[config.mk]
export PLATFORM = sky130hd
export DESIGN_NAME = lfsr_xnor5
export DESIGN_NICKNAME = d
export VERILOG_FILES = /design/src/rtl/lfsr_pkg.sv /design/src/rtl/lfsr_tap_xnor.sv /design/src/rtl/lfsr_shift_reg.sv /design/src/rtl/lfsr_xnor5.sv
export SDC_FILE = /design/constraint.sdc
export NUM_CORES = 1
export LEC_CHECK = 0
export ABC_CLOCK_PERIOD_IN_PS = 880
export BUFFER_PORTS_ARGS = -buffer_cell sky130_fd_sc_hd__buf_4
export CORE_AREA = 3 3 40 42
export DETAILED_ROUTE_END_ITERATION = 10
export DIE_AREA = 0 0 43 45
export MAX_ROUTING_LAYER = met4
export PLACE_DENSITY = 0.31
export SETUP_SLACK_MARGIN = 0.3
export SLEW_MARGIN = 20
export SYNTH_ARGS = -nofsm -noshare
export SYNTH_HDL_FRONTEND = slang
export SYNTH_SLANG_ARGS = --single-unit
[constraint.sdc]
create_clock -name clk -period 0.88 [get_ports clk]
set_clock_uncertainty 0.05 [all_clocks]
set_input_delay 0.044 -clock clk [delete_from_list [all_inputs] [get_ports clk]]
set_output_delay 0.044 -clock clk [all_outputs]
set_load 0.02 [all_outputs]
[src/rtl/lfsr_pkg.sv]
package lfsr_pkg;
  localparam int unsigned LFSR_W   = 5;
  localparam int unsigned TAP_HIGH = 5;
  localparam int unsigned TAP_LOW  = 3;

  // Build a feedback tap mask; tap positions are numbered from 1.
  function automatic logic [31:0] tap_mask(input int unsigned hi, input int unsigned lo);
    logic [31:0] m;
    m = '0;
    m[hi-1] = 1'b1;
    m[lo-1] = 1'b1;
    return m;
  endfunction
endpackage

[src/rtl/lfsr_tap_xnor.sv]
module lfsr_tap_xnor #(
  parameter int unsigned WIDTH = 5,
  parameter logic [31:0] MASK  = 32'h14
) (
  input  logic [WIDTH-1:0] cur,
  output logic             fb_bit
);
  logic [WIDTH-1:0] picked;

  // Keep only the tap positions selected by the mask.
  for (genvar i = 0; i < WIDTH; i++) begin : g_pick
    if (MASK[i]) begin : g_on
      assign picked[i] = cur[i];
    end else begin : g_off
      assign picked[i] = 1'b0;
    end
  end

  // XNOR across the selected taps.
  assign fb_bit = ~(^picked);
endmodule

[src/rtl/lfsr_shift_reg.sv]
module lfsr_shift_reg #(
  parameter int unsigned WIDTH = 5
) (
  input  logic             clk,
  input  logic             rst,
  input  logic             fb_bit,
  output logic [WIDTH-1:0] q
);
  always_ff @(posedge clk) begin
    if (rst) begin
      q <= '0;
    end else begin
      q <= {q[WIDTH-2:0], fb_bit};
    end
  end
endmodule

[src/rtl/lfsr_xnor5.sv]
module lfsr_xnor5
  import lfsr_pkg::*;
#(
  parameter int unsigned WIDTH  = LFSR_W,
  parameter int unsigned TAP_HI = TAP_HIGH,
  parameter int unsigned TAP_LO = TAP_LOW
) (
  input  logic             clk,
  input  logic             rst,
  output logic [WIDTH-1:0] state
);
  localparam logic [31:0] FB_MASK = tap_mask(TAP_HI, TAP_LO);

  logic             fb_bit;
  logic [WIDTH-1:0] cur;

  lfsr_tap_xnor #(
    .WIDTH (WIDTH),
    .MASK  (FB_MASK)
  ) u_fb (
    .cur    (cur),
    .fb_bit (fb_bit)
  );

  lfsr_shift_reg #(
    .WIDTH (WIDTH)
  ) u_reg (
    .clk    (clk),
    .rst    (rst),
    .fb_bit (fb_bit),
    .q      (cur)
  );

  assign state = cur;
endmodule

# Word level (Yosys, flattened, before mapping)
# Index checks and enable logic that the tools add are counted.
[op_classes] bitwise=1 reduce_logical=1
[op_table] operator="5-bit parity" count=1
[op_table] operator="1-bit NOT" count=1
[totals] regBits=5

# Logic depth before layout (Yosys ltp)
# Gate-level depths: netlist of the first run.
[depth] word_depth=2 ltp_mapped=2

# Cells and area by module
# Synthesis of the first run repeated with hierarchy kept, for this count alone.
[unflattened] hier_cells=11 hier_area_um2=140.1
[modules_own_cells] module="lfsr_shift_reg" instances=1 cells_per_inst=10 area_per_inst_um2=131.4
[modules_own_cells] module="lfsr_tap_xnor" instances=1 cells_per_inst=1 area_per_inst_um2=8.8

# Least setup slack after synthesis of the first run
# OpenSTA, ideal clock, no wires.
[synth_path] kind="flip-flop to flip-flop" startpoint="register u_reg.q[2]" endpoint="register u_reg.q[0]" setup_ns=0.114 arrival_ns=0.640 t_required_ns=0.716 setup_slack_ns=0.075 path_stages_with_launch=3 n_path_buf=0 cell_sequence="dfxtp_1 > xor2_1 > nor2_1"
[synth_between] elab_chain_len=2
[synth_lines] element="start: declaration" line="lfsr_shift_reg.sv:7" source="output logic [WIDTH-1:0] q"
[synth_lines] element="start signal: assignment" line="lfsr_shift_reg.sv:13" source="q <= {q[WIDTH-2:0], fb_bit};"
[synth_lines] element="5-bit parity" line="lfsr_tap_xnor.sv:20" source="assign fb_bit = ~(^picked);"
[synth_lines] element="1-bit NOT" line="lfsr_tap_xnor.sv:20"
# No other way between the ends.
# A chain may end at the register's enable or synchronous reset.

# Worst setup path after layout of the first run
[layout_path] startpoint="register u_reg.q[2]" endpoint="output port state[2]"
[layout_rtl] element="end: declaration" line="lfsr_xnor5.sv:10" source="output logic [WIDTH-1:0] state"
# No word-level cell between the ends.

==> results of run 1 <==
cell type report:
type | count | area (um2)
clock buffers | 4 | 26.3
fillers | 137 | 1000
repair buffers | 7 | 75.1
multi-input cells | 6 | 47.5
flip-flops and latches | 5 | 114
well taps | 15 | 18.8
cells in the final DEF (no fill, tap or decap):
cell,synthesis,routed
clkbuf_1,0,1
dfxtp_2,0,2
nor2b_1,3,2
clkbuf_4,0,3
nor2_1,1,1
buf_6,0,6
xor2_1,1,1
nor2b_2,1,1
dfxtp_4,0,3
buf_4,0,1
nor2b_4,0,1
metal layers:
layer / global-route usage (%) / part of all wire (%)
met5: - / 0
met3: 3.98 / 15
met4: 5.42 / 0
met2: 2.10 / 27
met1: 5.30 / 58
power groups by stage:
stage                     sequential [W]  combinational, W  clock [W]
after CTS                       0.000241         0.0000498   0.000279
after global routing            0.000242         0.0000585   0.000298
after floorplan                 0.000255        0.00000759          0
after detailed placement        0.000243         0.0000434          0
final                           0.000241         0.0000549   0.000265
after global placement          0.000243         0.0000440          0
what timing repair did:
item / 4_1_cts / 5_1_grt
setup endpoints to repair: 9 / 10
endpoints found under the hold margin: 5 / 5
gates resized for setup: 5 / 2
pin swaps: 0 / 1
setup buffers: 0 / 1
per-stage QoR:
| stage | hold WS, ps | power [W] | instances | instance area [um2] |
|---|---|---|---|---|
| finish | -45.8 | 0.000561 | 37 | 282 |
| global route | -49.6 | 0.000599 | 37 | 282 |
| CTS | -66.6 | 0.000569 | 36 | 263 |
| detailed placement | 190 | 0.000286 | 32 | 218 |
| global placement | 192 | 0.000287 | 32 | 218 |
| floorplan | 52.4 | 0.000263 | 11 | 154 |
cells by family after synthesis:
logic type	count (synthesis)	synth area share, %
and+or+nand+nor	5	22.3
DFF	5	71.4
xor gates and xnor gates	1	6.25
how the worst max path moves through the flow:
stage,from,end,slack (ps),cells after the start
4_1_cts,u_reg.q[2]$_SDFF_PP0_,state[2],70,1
2_1_floorplan,u_reg.q[4]$_SDFF_PP0_,u_reg.q[0]$_SDFF_PP0_,170,2
5_1_grt,u_reg.q[2]$_SDFF_PP0_,state[2],50,1
3_5_place_dp,u_reg.q[2]$_SDFF_PP0_,u_reg.q[0]$_SDFF_PP0_,180,2
3_3_place_gp,u_reg.q[2]$_SDFF_PP0_,u_reg.q[0]$_SDFF_PP0_,150,2
6_report,u_reg.q[2]$_SDFF_PP0_,state[2],80,1
==> impl_summary.md, run 1 <==
Synthesis
The number of warnings issued by yosys is 0. The distinct cell type count after synthesis is 5. The cell area that synthesis handed to floorplanning was around 140 um2.

In the post-synthesis netlist, the cell with the most instances is dfxtp_1. The most common flop cell mapped by yosys is dfxtp_1. After synthesis the netlist holds a flip-flop and latch count of 5. Counting flops with an async set or reset pin after synthesis yields a share of 0%. The mean instance size in the synthesized netlist is roughly 13 um2. The count of flip-flops with a built-in enable after synthesis is 0. By area the synthesized netlist is led by dfxtp_1 71%, nor2b_1 13%, nor2b_2 6.3%. The number of nets in the synthesized netlist is 13.

Synthesis handed over a netlist of 11 instances. After synthesis, the most frequently instantiated cells are 5 x dfxtp_1, 3 x nor2b_1, 1 x nor2_1, 1 x nor2b_2, 1 x xor2_1. In this run the biggest area consumer among cell types represents between 70 and 80% of the synthesized area. The fraction of the yosys area taken by sequential cells is between 70 and 80%. The biggest area contributor in the post-synthesis netlist is dfxtp_1.

Floorplanning
The initial utilization of the core area, before any placement, comes to between 10% and 20%. In this run the vertical extent of the chip is approximately 45 um. The area of the core is between 1000 and 1500 um2. The number of placement rows is 13.

The width of the chip is 43 um. The area of the die is between 1500 and 2000 um2. The count of pins on the block boundary is 7.

Hold path
The worst hold path passes through 2 cells. The path with the worst hold slack has its endpoint at u_reg.q[2]$_SDFF_PP0_. The startpoint of the most critical hold path is rst. The min-delay analysis places its worst path in the category in -> reg.

Detailed routing
The average detailed-routed wire length per instance is between 7 and 8 um. The remaining antenna violation count after routing is 0. The number of remaining DRC errors is 0. The via count normalized by instance count is 2.97. The starting DRC count in detailed routing is 4. Before antenna repair, the detailed router went through 2 iterations. The final route contains 110 vias. The overall routed net length is 285 um.

Worst setup path
The dominant delay contributor by cell family on the critical path is flip-flops. STA puts the critical path data arrival time at 700 ps. The terminus of the critical flop-to-flop path is u_reg.q[0]$_SDFF_PP0_. On the critical path, the stage with the largest delay is an instance of dfxtp_4. The worst register-to-register path begins at u_reg.q[2]$_SDFF_PP0_. The peak fanout along the critical path is 3. The number of buffers and inverters on the critical path is 1.

Counting cells, the worst reg-to-reg path comes to 2. The reg2reg setup slack is 150 ps. Traced cell by cell, the critical path runs through buf_6. The highest cell delay on the worst timing path is approximately 340 ps.

The critical path is of the reg -> out type. The type of element capturing the critical path is an output pin. At the worst endpoint, the required time is roughly 800 ps.

STA classifies the critical path startpoint as a flip-flop.

Place
In this run the tool buffered the top-level ports with 6 buffer cells. The routability congestion estimate from global placement is approximately 0.54. Prior to clock tree synthesis, the placed netlist has a worst setup slack of 178 ps.

CTS
No sink is reached through more buffers than the 2 on the longest clock path. CTS built an H-tree with a depth of 1. The clock latency at the later pin of the worst-skew pair is 240 ps. The root buffer cell is clkbuf_4. The number of sinks handled by clock tree synthesis is 5. Counting the buffers created by CTS gives 3. TritonCTS built the clock tree. Clock-pin slew was measured on the worst setup and hold paths at 40 ps.

GRT
The maximum number of pins on one net before global-route repair is 6. The total overflow reported by the global router is 0. The first global-routing pass estimated approximately 450 um of wire. The number of global-route vias before repair is a little under 100. The number of antenna violations at the first check in global routing is 0.

Global routing consumed, over all layers together, 4.12% of the routing resources.

Final layout
The largest registers in the layout are u_reg.q x5. Of the cells placed in the final design, the portion with a size suffix greater than 1 is 77.3%. The largest register by flop count is u_reg.q. The number of antenna repair diodes is 0. The post-layout net count is 25. The core occupancy in the finished layout is ~22%. The number of flip-flops under the largest register name is 5. Compared with the post-synthesis result, the final layout area differs by 101%.

Job
Across the run, the number of max-cap violations was 0.

Timing
The worst pin sits at a relative slew slack of 89.6%. The final-layout setup total negative slack is 0 ps. The slew at the pin with the worst max-slew slack is between 150 and 200 ps. After layout, the worst path uses 90.6% of the clock period. The setup slack after layout is 82.6 ps.

The number of pins exceeding their max-slew limit in the final report is 0. Setup violations remaining at the end of the flow were counted as 0. The time the final worst path needs with I/O delays and setup is 797 ps. The final-report hold violation count came to 5.

The worst hold slack after final layout is -45.8 ps. Setup repair after global routing could not meet its margin everywhere. The highest clock frequency the design can meet is 1250 MHz.

Status
The run finished, with violations left. The checks that failed: hold timing.

Power
Summed over all cells, the static leakage comes to about 0.12 nW. The switching power of the nets is between 0.0001 and 0.00015 W. The power per unit of standard cell area is roughly 2000 nW/um2. The relative contribution of combinational cells to total power is 9.8%. In this run, the clock network consumes roughly 47% of the power. The switching share of power is 22.3%.

The internal power summed over all cells is around 0.00044 W. VDD sags by at most roughly 700 uV. Of the total power, registers draw approximately 43%.
No activity file was read; power rests on OpenSTA's default activity.
==> run 2: changes to the inputs <==
--- a/config.mk
+++ b/config.mk
@@ -12,6 +12,7 @@
 export DIE_AREA = 0 0 43 45
 export MAX_ROUTING_LAYER = met4
 export PLACE_DENSITY = 0.31
+export REMOVE_ABC_BUFFERS = 1
 export SETUP_SLACK_MARGIN = 0.3
 export SLEW_MARGIN = 20
 export SYNTH_ARGS = -nofsm -noshare
==> run 2 against run 1 <==
The flow still finishes with violations (hold timing). Non-clock buffer count fell by 1. Global-route usage rose by 0.44 points. Sequential share of layout area barely moved. First-iteration DRC count fell by 50%. Critical endpoint unchanged. Maximum frequency rose by 0.22%. Largest power group unchanged. Count of clock-buffer cells in the layout did not move. Die area did not move. Wire length rose by 3.9%. Worst setup slack improved by 1.8 ps.
==> impl_summary.md, run 2 (same netlist as run 1, synthesis figures left out) <==
Final layout
The ratio of cells with drive above 1 in the final layout is 76.2% (-1.1 points). The post-layout net count came to 24 (-4.0%). The register with the most flip-flops in the final layout is u_reg.q. The layout overhead on the synthesized area is 87.5%.

The number of antenna repair diodes is 0 (unchanged). In the layout the commonest cells are 5 x buf_6, 5 x dfxtp_2, 3 x clkbuf_4, 2 x nor2b_1. In the final layout, the registers with the most flip-flops are u_reg.q x5. The core occupancy in the finished layout is 20.4% (-1.5 points). The number of flip-flops under the largest register name came to 5 (unchanged).

The final non-filler cell area is 263 um2 (-6.7%).

Power
The switching share of power was 22.4% (+0.11 points). The proportion of power drawn by flip-flops and latches is 43.7% (+0.8 points). The static leakage came to 0.113 nW (-7.1%). The largest voltage drop on the vdd net is 641 uV (-8.9%).

The relative contribution of combinational cells to total power is 9.1% (-0.7 points). The overall power of the completed layout is 0.000566 W (+0.79%). The part of the total power dissipated in the clock network came to 47.3% (about the same).

The internal power summed over all cells is 0.000439 W (+0.65%). The switching power of the nets is 0.000127 W (+1.3%). The power per unit of standard cell area is 2150 nW/um2 (+8.0%).

Status
The checks that failed: hold timing. The flow ran to the end, but the final reports show violations.

Timing
The part of the cycle the worst path needs came to 90.4% (-0.20 points). The final-layout setup total negative slack was 0 ps (unchanged). The final setup violation count came to 0 (unchanged). The worst hold slack after final layout came to -44.6 ps (+1.17 ps). The highest clock frequency the design can meet was 1260 MHz (+0.22%). The worst relative slew slack was 90.3% (+0.67 points). Setup repair after global routing could not meet its margin everywhere.

The time the final worst path needs with I/O delays and setup is 796 ps (-1.78 ps). The final-report hold violation count is 5 (unchanged). The number of pins exceeding their max-slew limit in the final report is 0 (unchanged).

The slew at the pin with the worst max-slew slack is 146 ps (-10.1 ps).

Place
The instance area after placement is 204 um2 (-6.3%). The number of port buffers was 6 (unchanged). The routability congestion estimate from global placement was 0.597 (+11%).

Floorplanning
The starting density of the core is 10.9% (unchanged). The count of pins on the block boundary is 7 (unchanged). The area of the die is 1940 um2 (unchanged).

The overall die height is 45 um (unchanged). The number of placement rows is 13 (unchanged). The width of the chip is 43 um (unchanged). The area of the core is 1280 um2 (unchanged).

Worst setup path
The critical path launch point type is a flip-flop. Walking the worst path, the cells encountered are buf_6. The peak fanout along the critical path is 3 (unchanged). The dominant delay contributor by cell family on the critical path is flip-flops. The type of element capturing the critical path is an output pin. The endpoint required time on the critical path is 790 ps (about the same).

The slowest stage of the critical path belongs to the cell dfxtp_2. The worst path arrival time was 700 ps (about the same). The worst setup path category is reg -> out. The critical path launch point is u_reg.q[2]$_SDFF_PP0_.

The startpoint identified for the worst register-to-register timing path is u_reg.q[2]$_SDFF_PP0_. The highest cell delay on the worst timing path is 340 ps (about the same). The count of buffer and inverter cells on the critical path is 1 (unchanged).

CTS
TritonCTS built the clock tree. The number of buffers inserted by post-CTS setup repair is 0 (unchanged). The number of H-tree branching levels came to 1 (unchanged).

The number of sinks handled by clock tree synthesis is 5 (unchanged). The maximum count of clock buffers along a single path came to 2 (unchanged). The clock latency at the later pin of the worst-skew pair came to 240 ps (about the same). The number of buffers inserted during clock tree synthesis is 3 (unchanged). The cell sitting at the root of the clock tree is a clkbuf_4.

The clock edge transition at the registers on the reported setup and hold paths was 50 ps (about the same).

Detailed routing
The remaining antenna violation count after routing was 0 (unchanged). The starting DRC count in detailed routing came to 2 (-2). The number of remaining DRC errors came to 0 (unchanged). The first-pass iteration count of the detailed router came to 4 (+2). The average detailed-routed wire length per instance came to 8.22 um (+6.7%).

The via count normalized by instance count is 3.00 (+0.91%). The overall routed net length is 296 um (+3.9%). The total via count in the routed design came to 108 (-1.8%).

GRT
The maximum number of pins on one net before global-route repair is 6 (unchanged). The wire length of the first global-routing pass is 517 um (+15%). The total overflow reported by the global router is 0 (unchanged). The global routing usage summed across all routing layers was 4.55% (+0.44 points). The number of global-route vias before repair is 120 (+21%).

The number of antenna violations at the first check in global routing is 0 (unchanged).

Job
The total of max-cap violations is 0 (unchanged).

Hold path
The startpoint identified for the worst hold timing path is rst. The classification of the worst-slack hold path is in -> reg.
[run 2: layer usage]
metal	global-route usage [%]	routed length [um]
met1	5.08	160
met2	4.19	96
met3	4.78	40
met4	3.61	0
met5	-	0
[run 2: cell type report]
| type | count | area, um2 |
|---|---|---|
| fillers | 142 | 1020 |
| well taps | 15 | 18.8 |
| repair buffers | 6 | 63.8 |
| flip-flops and latches | 5 | 106 |
| clock buffers | 4 | 26.3 |
| multi-input cells | 6 | 47.5 |
[run 2: final timing paths]
check	endpoint	cells past startpoint	slack, ps
setup / recovery	state[2]	1	80
hold / removal	u_reg.q[4]$_SDFF_PP0_	2	-40
setup reg to reg	u_reg.q[0]$_SDFF_PP0_	2	150
hold reg to reg	u_reg.q[4]$_SDFF_PP0_	1	420
[run 2: power by group through the flow]
stage               registers [W]   logic (W)  clock network, W
floorplan                0.000259  0.00000758                 0
global placement         0.000247   0.0000436                 0
detailed placement       0.000247   0.0000436                 0
CTS                      0.000247   0.0000500          0.000279
global route             0.000249   0.0000549          0.000290
finish                   0.000247   0.0000514          0.000267
[run 2: timing repair]
| item | in CTS | in global routing |
|---|---|---|
| pin swaps | 1 | 0 |
| setup endpoints to repair | 9 | 10 |
| gates resized for setup | 10 | 2 |
| cloned | 0 | 0 |
| hold endpoints to repair | 5 | 5 |
[run 2: stage by stage]
step	worst slack, ps	cells
final	84.4	36
after CTS	72.3	36
after floorplan	75.3	11
after detailed placement	154	32
after global routing	55.1	36
after global placement	126	32
==> run 3: changes to the inputs <==
--- a/config.mk
+++ b/config.mk
@@ -11,7 +11,6 @@
 export DETAILED_ROUTE_END_ITERATION = 10
 export DIE_AREA = 0 0 43 45
 export MAX_ROUTING_LAYER = met4
-export PLACE_DENSITY = 0.31
 export REMOVE_ABC_BUFFERS = 1
 export SETUP_SLACK_MARGIN = 0.3
 export SLEW_MARGIN = 20
==> run 3 against run 2 <==
The flow still finishes with violations (hold timing). Sequential power hardly changed. Maximum frequency is 1.6% lower. Total power is 0.95% lower. Clock power is 2% lower. Critical path type unchanged. Largest power group unchanged. Highest routed layer is now met4.
==> impl_summary.md, run 3 (same netlist as run 1, synthesis figures left out) <==
Place
The routability congestion estimate from global placement was 0.604 (+1.2%). The number of placed instances, taps included is 32 (unchanged). The number of port buffers is 6 (unchanged).

Power
The overall power of the completed layout is 0.000560 W (-0.95%). The largest voltage drop on the vdd net was 380 uV (-41%). The internal power summed over all cells was 0.000439 W (about the same). The switching power of the nets was 0.000121 W (-4.3%).

The switching share of power came to 21.7% (-0.77 points). The power per unit of standard cell area is 2070 nW/um2 (-3.7%). The proportion of power drawn by flip-flops and latches was 43.8% (about the same).

The part of the total power dissipated in the clock network is 46.5% (-0.8 points). The relative contribution of combinational cells to total power is 9.7% (+0.6 points). The static leakage came to 0.116 nW (+2.4%).

Detailed routing
The first-pass iteration count of the detailed router is 1 (-3). The average detailed-routed wire length per instance was 8.78 um (+6.8%). The remaining antenna violation count after routing is 0 (unchanged). The number of remaining DRC errors came to 0 (unchanged). The overall routed net length was 316 um (+6.8%). The via count normalized by instance count is 3.03 (+0.93%). The total via count in the routed design is 109 (+0.93%). The starting DRC count in detailed routing is 0 (-2).

CTS
The clock edge transition at the registers on the reported setup and hold paths is 40 ps (about the same). The root buffer cell is clkbuf_4. The clock latency at the later pin of the worst-skew pair is 240 ps (about the same).

The maximum count of clock buffers along a single path came to 2 (unchanged). The number of sinks handled by clock tree synthesis is 5 (unchanged). The number of buffers inserted by post-CTS setup repair is 0 (unchanged).

The number of H-tree branching levels is 1 (unchanged). The number of buffers inserted during clock tree synthesis is 3 (unchanged). The CTS tree is done.

Timing
The part of the cycle the worst path needs is 91.9% (+1.5 points). The time the final worst path needs with I/O delays and setup is 809 ps (+13.0 ps). The number of pins exceeding their max-slew limit in the final report is 0 (unchanged). The final-report hold violation count was 5 (unchanged). The slew at the pin with the worst max-slew slack came to 133 ps (-13.0 ps).

Setup repair after global routing could not meet its margin everywhere. The final-layout setup total negative slack came to 0 ps (unchanged). The worst relative slew slack came to 91.1% (+0.87 points). The worst hold slack after final layout came to -33.4 ps (+11.2 ps).

The final setup violation count is 0 (unchanged). The highest clock frequency the design can meet is 1240 MHz (-1.6%).

Worst setup path
The critical path is of the reg -> out type. The critical path launch point type is a flip-flop. The worst path arrival time is 710 ps (about the same). Broken down by cell family, the worst path's largest delay share belongs to flip-flops.

The count of buffer and inverter cells on the critical path came to 1 (unchanged). Traced cell by cell, the critical path runs through buf_6. The slowest cell on the critical path is dfxtp_4. The cell depth of the worst flop-to-flop path was 2 (unchanged). The peak fanout along the critical path was 3 (unchanged). The highest cell delay on the worst timing path was 350 ps (about the same). The type of element capturing the critical path is an output pin. The endpoint required time on the critical path is 790 ps (about the same).

The number of logic stages on the critical path including buffering is 1 (unchanged).

Status
The checks that failed: hold timing. The run finished, with violations left.

GRT
The global routing usage summed across all routing layers is 4.89% (+0.34 points). The number of global-route vias before repair is 116 (-3.3%). The wire length of the first global-routing pass is 510 um (-1.4%). The maximum number of pins on one net before global-route repair is 6 (unchanged).

The number of antenna violations at the first check in global routing is 0 (unchanged). The total overflow reported by the global router is 0 (unchanged).

Floorplanning
The number of placement rows was 13 (unchanged). The overall die height is 45 um (unchanged). The starting density of the core came to 10.9% (unchanged). The area of the core came to 1280 um2 (unchanged). The width of the chip is 43 um (unchanged). The count of pins on the block boundary was 7 (unchanged). The area of the die came to 1940 um2 (unchanged).

Final layout
Ranked by flip-flop count, first place goes to u_reg.q. The core occupancy in the finished layout was 21.0% (+0.58 points). In the final layout, the registers with the most flip-flops are u_reg.q x5. Leaving out fill and tap cells, the most frequent cell in the layout is buf_6. The number of flip-flops under the largest register name is 5 (unchanged). The number of antenna repair diodes is 0 (unchanged). The area growth from synthesis to layout is 92.9%. The post-layout instance count excluding filler cells is 36 (unchanged).

The post-layout net count is 24 (unchanged). The ratio of cells with drive above 1 in the final layout came to 76.2% (unchanged). The library cells used most frequently in the layout, excluding fill and tap cells, are 5 x buf_6, 4 x dfxtp_2, 3 x clkbuf_4, 2 x nor2b_1, 2 x nor2b_4.

Hold path
The path class of the tightest hold or removal check is in -> reg. The number of cells on the worst hold path is 2 (unchanged).

Job
The total of max-cap violations is 0 (unchanged).
-- run 3: cell count changes in the layout (fill, tap and decap cells not counted) --
cell / before / now
dfxtp_4: 0 / 1
nor2b_4: 1 / 2
nor2b_2: 1 / 0
dfxtp_2: 5 / 4
-- run 3: worst paths after layout --
path                         startpoint               endpoint  slack [ps]
hold / removal                      rst  u_reg.q[3]$_SDFF_PP0_         -30
setup / recovery  u_reg.q[2]$_SDFF_PP0_               state[2]          70
hold reg to reg   u_reg.q[1]$_SDFF_PP0_  u_reg.q[2]$_SDFF_PP0_         410
setup reg to reg  u_reg.q[2]$_SDFF_PP0_  u_reg.q[0]$_SDFF_PP0_         160
-- run 3: layer usage --
metal	part of all wire [%]	GRT usage (%)	up-vias
li1	-	-	52
met3	15	4.78	2
met4	5.4	7.23	0
met2	35	4.79	9
met1	44	4.10	46
met5	0	-	-
-- run 3: area by class of cell --
class	count	area [um2]
tap	15	18.8
multi-input combinational	6	52.6
timing repair buffer	6	63.8
sequential	5	109
clock buffer	4	26.3
fill	143	1010
-- run 3: per-stage QoR --
| stage | instance area, um2 | setup slack [ps] |
|---|---|---|
| after detailed placement | 204 | 163 |
| after global placement | 204 | 152 |
| after global routing | 270 | 47.2 |
| after floorplan | 140 | 75.3 |
| final | 270 | 71.4 |
| after CTS | 255 | 78.2 |
-- run 3: power groups by stage --
stage                     sequential (W)  combinational, W  clock [W]
after global routing            0.000246         0.0000579   0.000295
after CTS                       0.000247         0.0000496   0.000270
after detailed placement        0.000247         0.0000435          0
final                           0.000245         0.0000545   0.000261
after floorplan                 0.000259        0.00000758          0
after global placement          0.000247         0.0000434          0
-- run 3: timing repair --
item	CTS	global route
endpoints found under the setup margin	9	10
hold endpoints to repair	5	5
pin swaps	1	1
resized for setup	10	4
